<file path="src/rtl/mont_pkg.sv">
`timescale 1ns/1ps
package mont_pkg;

    typedef enum logic [1:0] {
        ST_IDLE,
        ST_WORD,
        ST_FOLD,
        ST_DONE
    } mm_state_e;

    localparam logic [1:0] SEL_X = 2'd0;
    localparam logic [1:0] SEL_Y = 2'd1;
    localparam logic [1:0] SEL_M = 2'd2;

endpackage

</file>
<file path="src/rtl/mm_wordfile.sv">
`timescale 1ns/1ps
module mm_wordfile #(
    parameter int W  = 16,
    parameter int N  = 17,
    parameter int AW = 5
) (
    input  logic          clk,
    input  logic          rst_n,
    input  logic          clr,
    input  logic          we,
    input  logic [AW-1:0] waddr,
    input  logic [W-1:0]  wdata,
    input  logic [AW-1:0] raddr,
    output logic [W-1:0]  rdata
);

    logic [W-1:0] mem [N];

    always_ff @(posedge clk or negedge rst_n) begin
        if (!rst_n) begin
            for (int k = 0; k < N; k++) mem[k] <= '0;
        end else if (clr) begin
            for (int k = 0; k < N; k++) mem[k] <= '0;
        end else if (we && (int'(waddr) < N)) begin
            mem[waddr] <= wdata;
        end
    end

    assign rdata = (int'(raddr) < N) ? mem[raddr] : '0;

endmodule

</file>
<file path="src/rtl/mm_word_pe.sv">
`timescale 1ns/1ps
module mm_word_pe #(
    parameter int W = 16
) (
    input  logic         first,
    input  logic         xi,
    input  logic         q_in,
    input  logic         ca_in,
    input  logic         cb_in,
    input  logic [W-1:0] z_in,
    input  logic [W-1:0] y_in,
    input  logic [W-1:0] m_in,
    output logic         q_out,
    output logic         ca_out,
    output logic         cb_out,
    output logic [W-1:0] z_out
);

    logic [W:0] sum_a;
    logic [W:0] sum_b;

    always_comb begin
        sum_a  = {1'b0, z_in} + {{W{1'b0}}, ca_in} + (xi ? {1'b0, y_in} : '0);
        // reduce bit comes from the lowest word only
        q_out  = first ? sum_a[0] : q_in;
        sum_b  = {1'b0, sum_a[W-1:0]} + {{W{1'b0}}, cb_in} + (q_out ? {1'b0, m_in} : '0);
        ca_out = sum_a[W];
        cb_out = sum_b[W];
        z_out  = sum_b[W-1:0];
    end

endmodule

</file>
<file path="src/rtl/mont_mul.sv">
`timescale 1ns/1ps
module mont_mul
    import mont_pkg::*;
#(
    parameter int  WORD_W = 16,
    parameter int  NWORDS = 16,
    localparam int NW     = NWORDS + 1,
    localparam int AW     = $clog2(NW)
) (
    input  logic              clk,
    input  logic              rst_n,
    input  logic              start,
    input  logic              ld_en,
    input  logic [1:0]        ld_sel,
    input  logic [AW-1:0]     ld_addr,
    input  logic [WORD_W-1:0] ld_data,
    input  logic [AW-1:0]     rd_addr,
    output logic [WORD_W-1:0] rd_data,
    output logic              busy,
    output logic              done
);

    localparam int NBITS = NWORDS * WORD_W + 2;
    localparam int IW    = $clog2(NBITS + 1);

    mm_state_e state_q, state_d;

    logic [IW-1:0]     bit_q;
    logic [AW-1:0]     word_q;
    logic              ca_q, cb_q, q_q;
    logic [WORD_W-2:0] hold_q;

    logic go, last_word, last_bit, ld_ok;
    logic [AW-1:0]     x_addr, z_raddr, z_waddr;
    logic [WORD_W-1:0] x_word, y_word, m_word, z_word, z_wdata;
    logic              z_we, xi;
    logic              pe_q, pe_ca, pe_cb;
    logic [WORD_W-1:0] pe_z;

    assign go        = start && (state_q == ST_IDLE);
    assign last_word = (word_q == AW'(NW - 1));
    assign last_bit  = (bit_q == IW'(NBITS - 1));
    assign ld_ok     = ld_en && !busy;

    // state register
    always_ff @(posedge clk or negedge rst_n) begin
        if (!rst_n) state_q <= ST_IDLE;
        else        state_q <= state_d;
    end

    // next state and outputs
    always_comb begin
        state_d = state_q;
        busy    = 1'b0;
        done    = 1'b0;
        z_we    = 1'b0;
        z_waddr = '0;
        z_wdata = '0;
        unique case (state_q)
            ST_IDLE: begin
                if (go) state_d = ST_WORD;
            end
            ST_WORD: begin
                busy = 1'b1;
                if (word_q != '0) begin
                    z_we    = 1'b1;
                    z_waddr = word_q - AW'(1);
                    z_wdata = {pe_z[0], hold_q};
                end
                if (last_word) state_d = ST_FOLD;
            end
            ST_FOLD: begin
                busy    = 1'b1;
                z_we    = 1'b1;
                z_waddr = AW'(NW - 1);
                z_wdata = {ca_q | cb_q, hold_q};
                state_d = last_bit ? ST_DONE : ST_WORD;
            end
            ST_DONE: begin
                done    = 1'b1;
                state_d = ST_IDLE;
            end
            default: state_d = ST_IDLE;
        endcase
    end

    // datapath registers
    always_ff @(posedge clk or negedge rst_n) begin
        if (!rst_n) begin
            bit_q  <= '0;
            word_q <= '0;
            ca_q   <= 1'b0;
            cb_q   <= 1'b0;
            q_q    <= 1'b0;
            hold_q <= '0;
        end else if (go) begin
            bit_q  <= '0;
            word_q <= '0;
            ca_q   <= 1'b0;
            cb_q   <= 1'b0;
            q_q    <= 1'b0;
        end else if (state_q == ST_WORD) begin
            ca_q   <= pe_ca;
            cb_q   <= pe_cb;
            q_q    <= pe_q;
            hold_q <= pe_z[WORD_W-1:1];
            if (!last_word) word_q <= word_q + AW'(1);
        end else if (state_q == ST_FOLD) begin
            ca_q   <= 1'b0;
            cb_q   <= 1'b0;
            word_q <= '0;
            bit_q  <= bit_q + IW'(1);
        end
    end

    always_comb begin
        x_addr = AW'(int'(bit_q) / WORD_W);
        xi     = x_word[int'(bit_q) % WORD_W];
    end

    assign z_raddr = busy ? word_q : rd_addr;
    assign rd_data = z_word;

    mm_wordfile #(.W(WORD_W), .N(NW), .AW(AW)) u_xfile (
        .clk(clk), .rst_n(rst_n), .clr(1'b0),
        .we(ld_ok && (ld_sel == SEL_X)), .waddr(ld_addr), .wdata(ld_data),
        .raddr(x_addr), .rdata(x_word)
    );

    mm_wordfile #(.W(WORD_W), .N(NW), .AW(AW)) u_yfile (
        .clk(clk), .rst_n(rst_n), .clr(1'b0),
        .we(ld_ok && (ld_sel == SEL_Y)), .waddr(ld_addr), .wdata(ld_data),
        .raddr(word_q), .rdata(y_word)
    );

    mm_wordfile #(.W(WORD_W), .N(NW), .AW(AW)) u_mfile (
        .clk(clk), .rst_n(rst_n), .clr(1'b0),
        .we(ld_ok && (ld_sel == SEL_M)), .waddr(ld_addr), .wdata(ld_data),
        .raddr(word_q), .rdata(m_word)
    );

    mm_wordfile #(.W(WORD_W), .N(NW), .AW(AW)) u_zfile (
        .clk(clk), .rst_n(rst_n), .clr(go),
        .we(z_we), .waddr(z_waddr), .wdata(z_wdata),
        .raddr(z_raddr), .rdata(z_word)
    );

    mm_word_pe #(.W(WORD_W)) u_pe (
        .first (word_q == '0),
        .xi    (xi),
        .q_in  (q_q),
        .ca_in (ca_q),
        .cb_in (cb_q),
        .z_in  (z_word),
        .y_in  (y_word),
        .m_in  (m_word),
        .q_out (pe_q),
        .ca_out(pe_ca),
        .cb_out(pe_cb),
        .z_out (pe_z)
    );

endmodule

</file>
<file path="config.mk">
export PLATFORM = sky130hd
export DESIGN_NAME = mont_mul
export DESIGN_NICKNAME = d
export VERILOG_FILES = /design/src/rtl/mont_pkg.sv /design/src/rtl/mm_wordfile.sv /design/src/rtl/mm_word_pe.sv /design/src/rtl/mont_mul.sv
export SDC_FILE = /design/constraint.sdc
export NUM_CORES = 2
export LEC_CHECK = 0
export ABC_AREA = 1
export BUFFER_PORTS_ARGS = -buffer_cell sky130_fd_sc_hd__buf_2
export CAP_MARGIN = 40
export CORE_MARGIN = 10
export CORE_UTILIZATION = 55
export DETAILED_ROUTE_END_ITERATION = 10
export PLACE_DENSITY = 0.71
export SLEW_MARGIN = 5
export SYNTH_ARGS = -nofsm -noshare
export SYNTH_HDL_FRONTEND = slang
export SYNTH_SLANG_ARGS = --single-unit
</file>
<file path="constraint.sdc">
create_clock -name clk -period 14.3 [get_ports clk]
set_clock_uncertainty 0.1 [all_clocks]
set_input_delay 1.43 -clock clk [delete_from_list [all_inputs] [get_ports clk]]
set_output_delay 1.43 -clock clk [all_outputs]
set_load 0.05 [all_outputs]
</file>
==> key figures <==
Run status
  – Status: completed

Clock tree
  – Resized Gates After CTS: 0
  – Max clock buf depth: 3
  – CTS H-Tree Depth: 3
  – Clk pin slew, worst setup/hold paths: 60 ps
  – Inserted Clock Buffers: approximately 120
  – Clk root buf: clkbuf_16
  – Sink Count: approximately 1.1k
  – Post-CTS Setup Bufs: 0
  – Post-CTS Hold Fix Bufs: 0
  – Clk Latency, worst-skew pair: 740 ps
  – CTS tree: built

Finish
  – Share of cells above drive strength 1: 6.976%
  – Most frequent cells in the layout: nand2_1 (1552), o21ai_0 (1451), dfrtp_1 (1118)
  – Area growth syn-to-layout: 11.40%
  – Commonest non-fill, non-tap cell in the layout: nand2_1
  – Fill cells: a little over 8k
  – # nets final: between 6k and 7k
  – Fin util: about three fifths

Yosys
  – Mapped cell area: 0.05193 mm²
  – Post-Synth Simple-Gate Area: 17.53%
  – Main combinational cell family by area after synthesis: compound AO/OA/AOI/OAI gates
  – Sequential area share after synthesis: 54.06%
  – Avg Cell Area, Syn: around 8.2 µm²
  – Post-synthesis mux area share: 0%
  – Synth cell types: 44
  – Synth Instances: 6356
  – Yosys reg bits: ~1.1k
  – Syn Nets: roughly 6.4k
  – Synth Area in Compound Gates: 20.67%
  – Post-Synth Adder-Cell Area: 1.070%
  – Post-synth ARST share: 100.0%
  – Ys Warns: 0
  – Synth Flop Type: dfrtp_1
  – Xor-xnor portion of the synthesized cell area: 0.4048%
  – EDFF count, synth: 0

Timing
  – Slew headroom: between 30% and 40%
  – Clock period minus worst slack: 7812 ps
  – Max Fclk: 0.1280 GHz
  – Final Hold Vio Count: 0
  – Final TNS setup: 0 ps
  – Fin. max-slew vios: 0
  – Worst-margin pin slew: 1027 ps
  – Unrepaired setup endpoints after global routing: no
  – Final setup vio count: 0
  – Tcrit/Tclk final: a little over half

Die
  – Die width: 327.3 µm
  – Die H: 327.3 µm
  – Initial Util: 55.56%
  – Die Area: 0.1071 mm²
  – Num rows: roughly 110
  – I/O pin count: 50
  – Core Area: 0.09347 mm²

Critical path
  – Slowest CP cell: dfrtp_4
  – CP most frequent cell: o21ai_0
  – Critical register-to-register path endpoint: hold_q[14]
  – WP data required: 14800 ps
  – Reg2reg path depth: 27
  – CP endpoint: hold_q[14]
  – Startpoint Class: flip-flop
  – Crit path capture type: flip-flop
  – CP arrival: 8310 ps
  – Crit path from: word_q[0]
  – R2R setup slack: 6490 ps
  – Worst path max stage delay: 960 ps
  – Critical path type: flip-flop to flip-flop
  – Reg2reg start: word_q[0]
  – Crit path max fanout: 120

Detailed routing
  – Routed Antenna Nets: 0
  – Initial DRT Pass Iterations: 10
  – Detail-routed via count per cell: 6.003
  – WL per Instance: roughly 21 µm
  – # DRC: 0
  – Starting DRT DRC Count: 5412
  – WL final: 156500 µm
  – Via count: 44.98k

Job
  – # Max-Cap Violations: 0

Power and ir drop
  – Power density cells: 211.7 mW/mm²
  – Switch share: about 44%
  – Reg power frac: around 30%
  – Maximum vdd drop: 0.1623 mV
  – Gate power share: 43.1%
  – Leakage Power: 26.29 nW
  – Internal: 6.878 mW
  – Psw: 5.367 mW
  – Clk network pwr share: 27.1%

Global route
  – GR Overflow Total: 0
  – Total GRT Usage: about 29%
  – Pin count of the biggest net entering global routing: about 170
  – Initial antenna violation count: 7
  – First-pass GRT wire length: between 200000 and 250000 µm
  – Via count of the first global-routing pass: 42.70k

Placed design
  – I/O Buffers: 49
  – DP Wirelength: 97340 µm
  – Placer Congestion: between 0.8 and 0.9

Min path
  – Hold Path Class: flip-flop to flip-flop
==> stage by stage <==
stage	cells	hold WS (ps)	cell area [µm²]	total power, mW	setup WS (ps)
finish	7492	378.8	57850	12.25	6488
global route	7492	395.4	57850	12.92	5781
CTS	7490	382.3	57850	12.18	6627
detailed placement	7270	367.1	53590	8.860	6647
global placement	7206	360.5	52370	8.785	6172
floorplan	6356	347.8	51930	7.166	7335
==> per-layer routing <==
metal  track usage (%)  vias to the layer above  wire length [µm]
met4             12.32                        4              7024
met5                 0                        -                23
met1             40.14                    21879             66060
li1                  -                    20813                 -
met3             4.398                      364             12400
met2             44.83                     1915             71020
==> registers in the layout (all words and copies together), names as in the netlist <==
signal,flops
u_mfile.mem,272
u_xfile.mem,272
u_yfile.mem,272
u_zfile.mem,272
hold_q,15
bit_q,9
word_q,5
state_q,2
ca_q,1
cb_q,1
q_q,1
==> layout make-up <==
class	instances	area, µm²	area share, %
Sequential cell	1122	28090	48.55
Multi-Input combinational cell	4383	20640	35.67
Clock buffer	175	3526	6.095
Timing Repair Buffer	179	2032	3.512
Tap cell	1254	1569	2.712
Inverter	332	1260	2.178
Clock inverter	45	733.2	1.267
Antenna cell	2	5.005	0.008651
==> cell families (layout without fill, tap and decap cells) <==
family	count (synthesis)	count (layout)
flip-flops	1122	1122
AO/OA/AOI/OAI	2020	2020
adder cells (fa/ha/maj)	42	42
XOR/XNOR	24	24
AND/OR/NAND/NOR	2297	2297
other	0	2
buffers and inverters	851	731
==> critical path: cells and delay by family, from the launching register on <==
kind	cells	cell delay, ps
and+or+nand+nor	5	710
DFF	1	960
buffers and inverters	5	2040
xor gates and xnor gates	2	340
adders and majority gates	3	1230
AOI/OAI and AO/OA	12	2170
==> power by group through the flow <==
stage,sequential [mW],combinational (mW),clock (mW)
3_3_place_gp,3.70,5.09,0
6_report,3.66,5.27,3.31
3_5_place_dp,3.71,5.15,0
4_1_cts,3.65,5.19,3.34
5_1_grt,3.69,5.76,3.47
2_1_floorplan,3.62,3.55,0
==> synthesized netlist by cell type, drive strengths merged, types with 38 or more instances <==
| cell type | number | area (µm²) |
|---|---|---|
| o22ai | 242 | 1514 |
| o21ai | 1473 | 7376 |
| dfrtp | 1122 | 28080 |
| nand3 | 264 | 1326 |
| inv | 326 | 1224 |
| ha | 38 | 475.5 |
| o221ai | 50 | 437.9 |
| a21oi | 193 | 965.9 |
| nor2 | 433 | 1630 |
| clkbuf | 462 | 1734 |
| nand2 | 1564 | 5898 |
| buf | 57 | 270.3 |
==> worst min-delay path by stage <==
stage,cells past startpoint,start,endpoint
finish,2,u_yfile.mem[190],u_yfile.mem[190]
global route,2,u_yfile.mem[253],u_yfile.mem[253]
CTS,2,u_xfile.mem[201],u_xfile.mem[201]
detailed placement,2,u_mfile.mem[51],u_mfile.mem[51]
global placement,2,u_xfile.mem[39],u_xfile.mem[39]
floorplan,2,u_mfile.mem[100],u_mfile.mem[100]
Power figures use the tool's default switching activity.
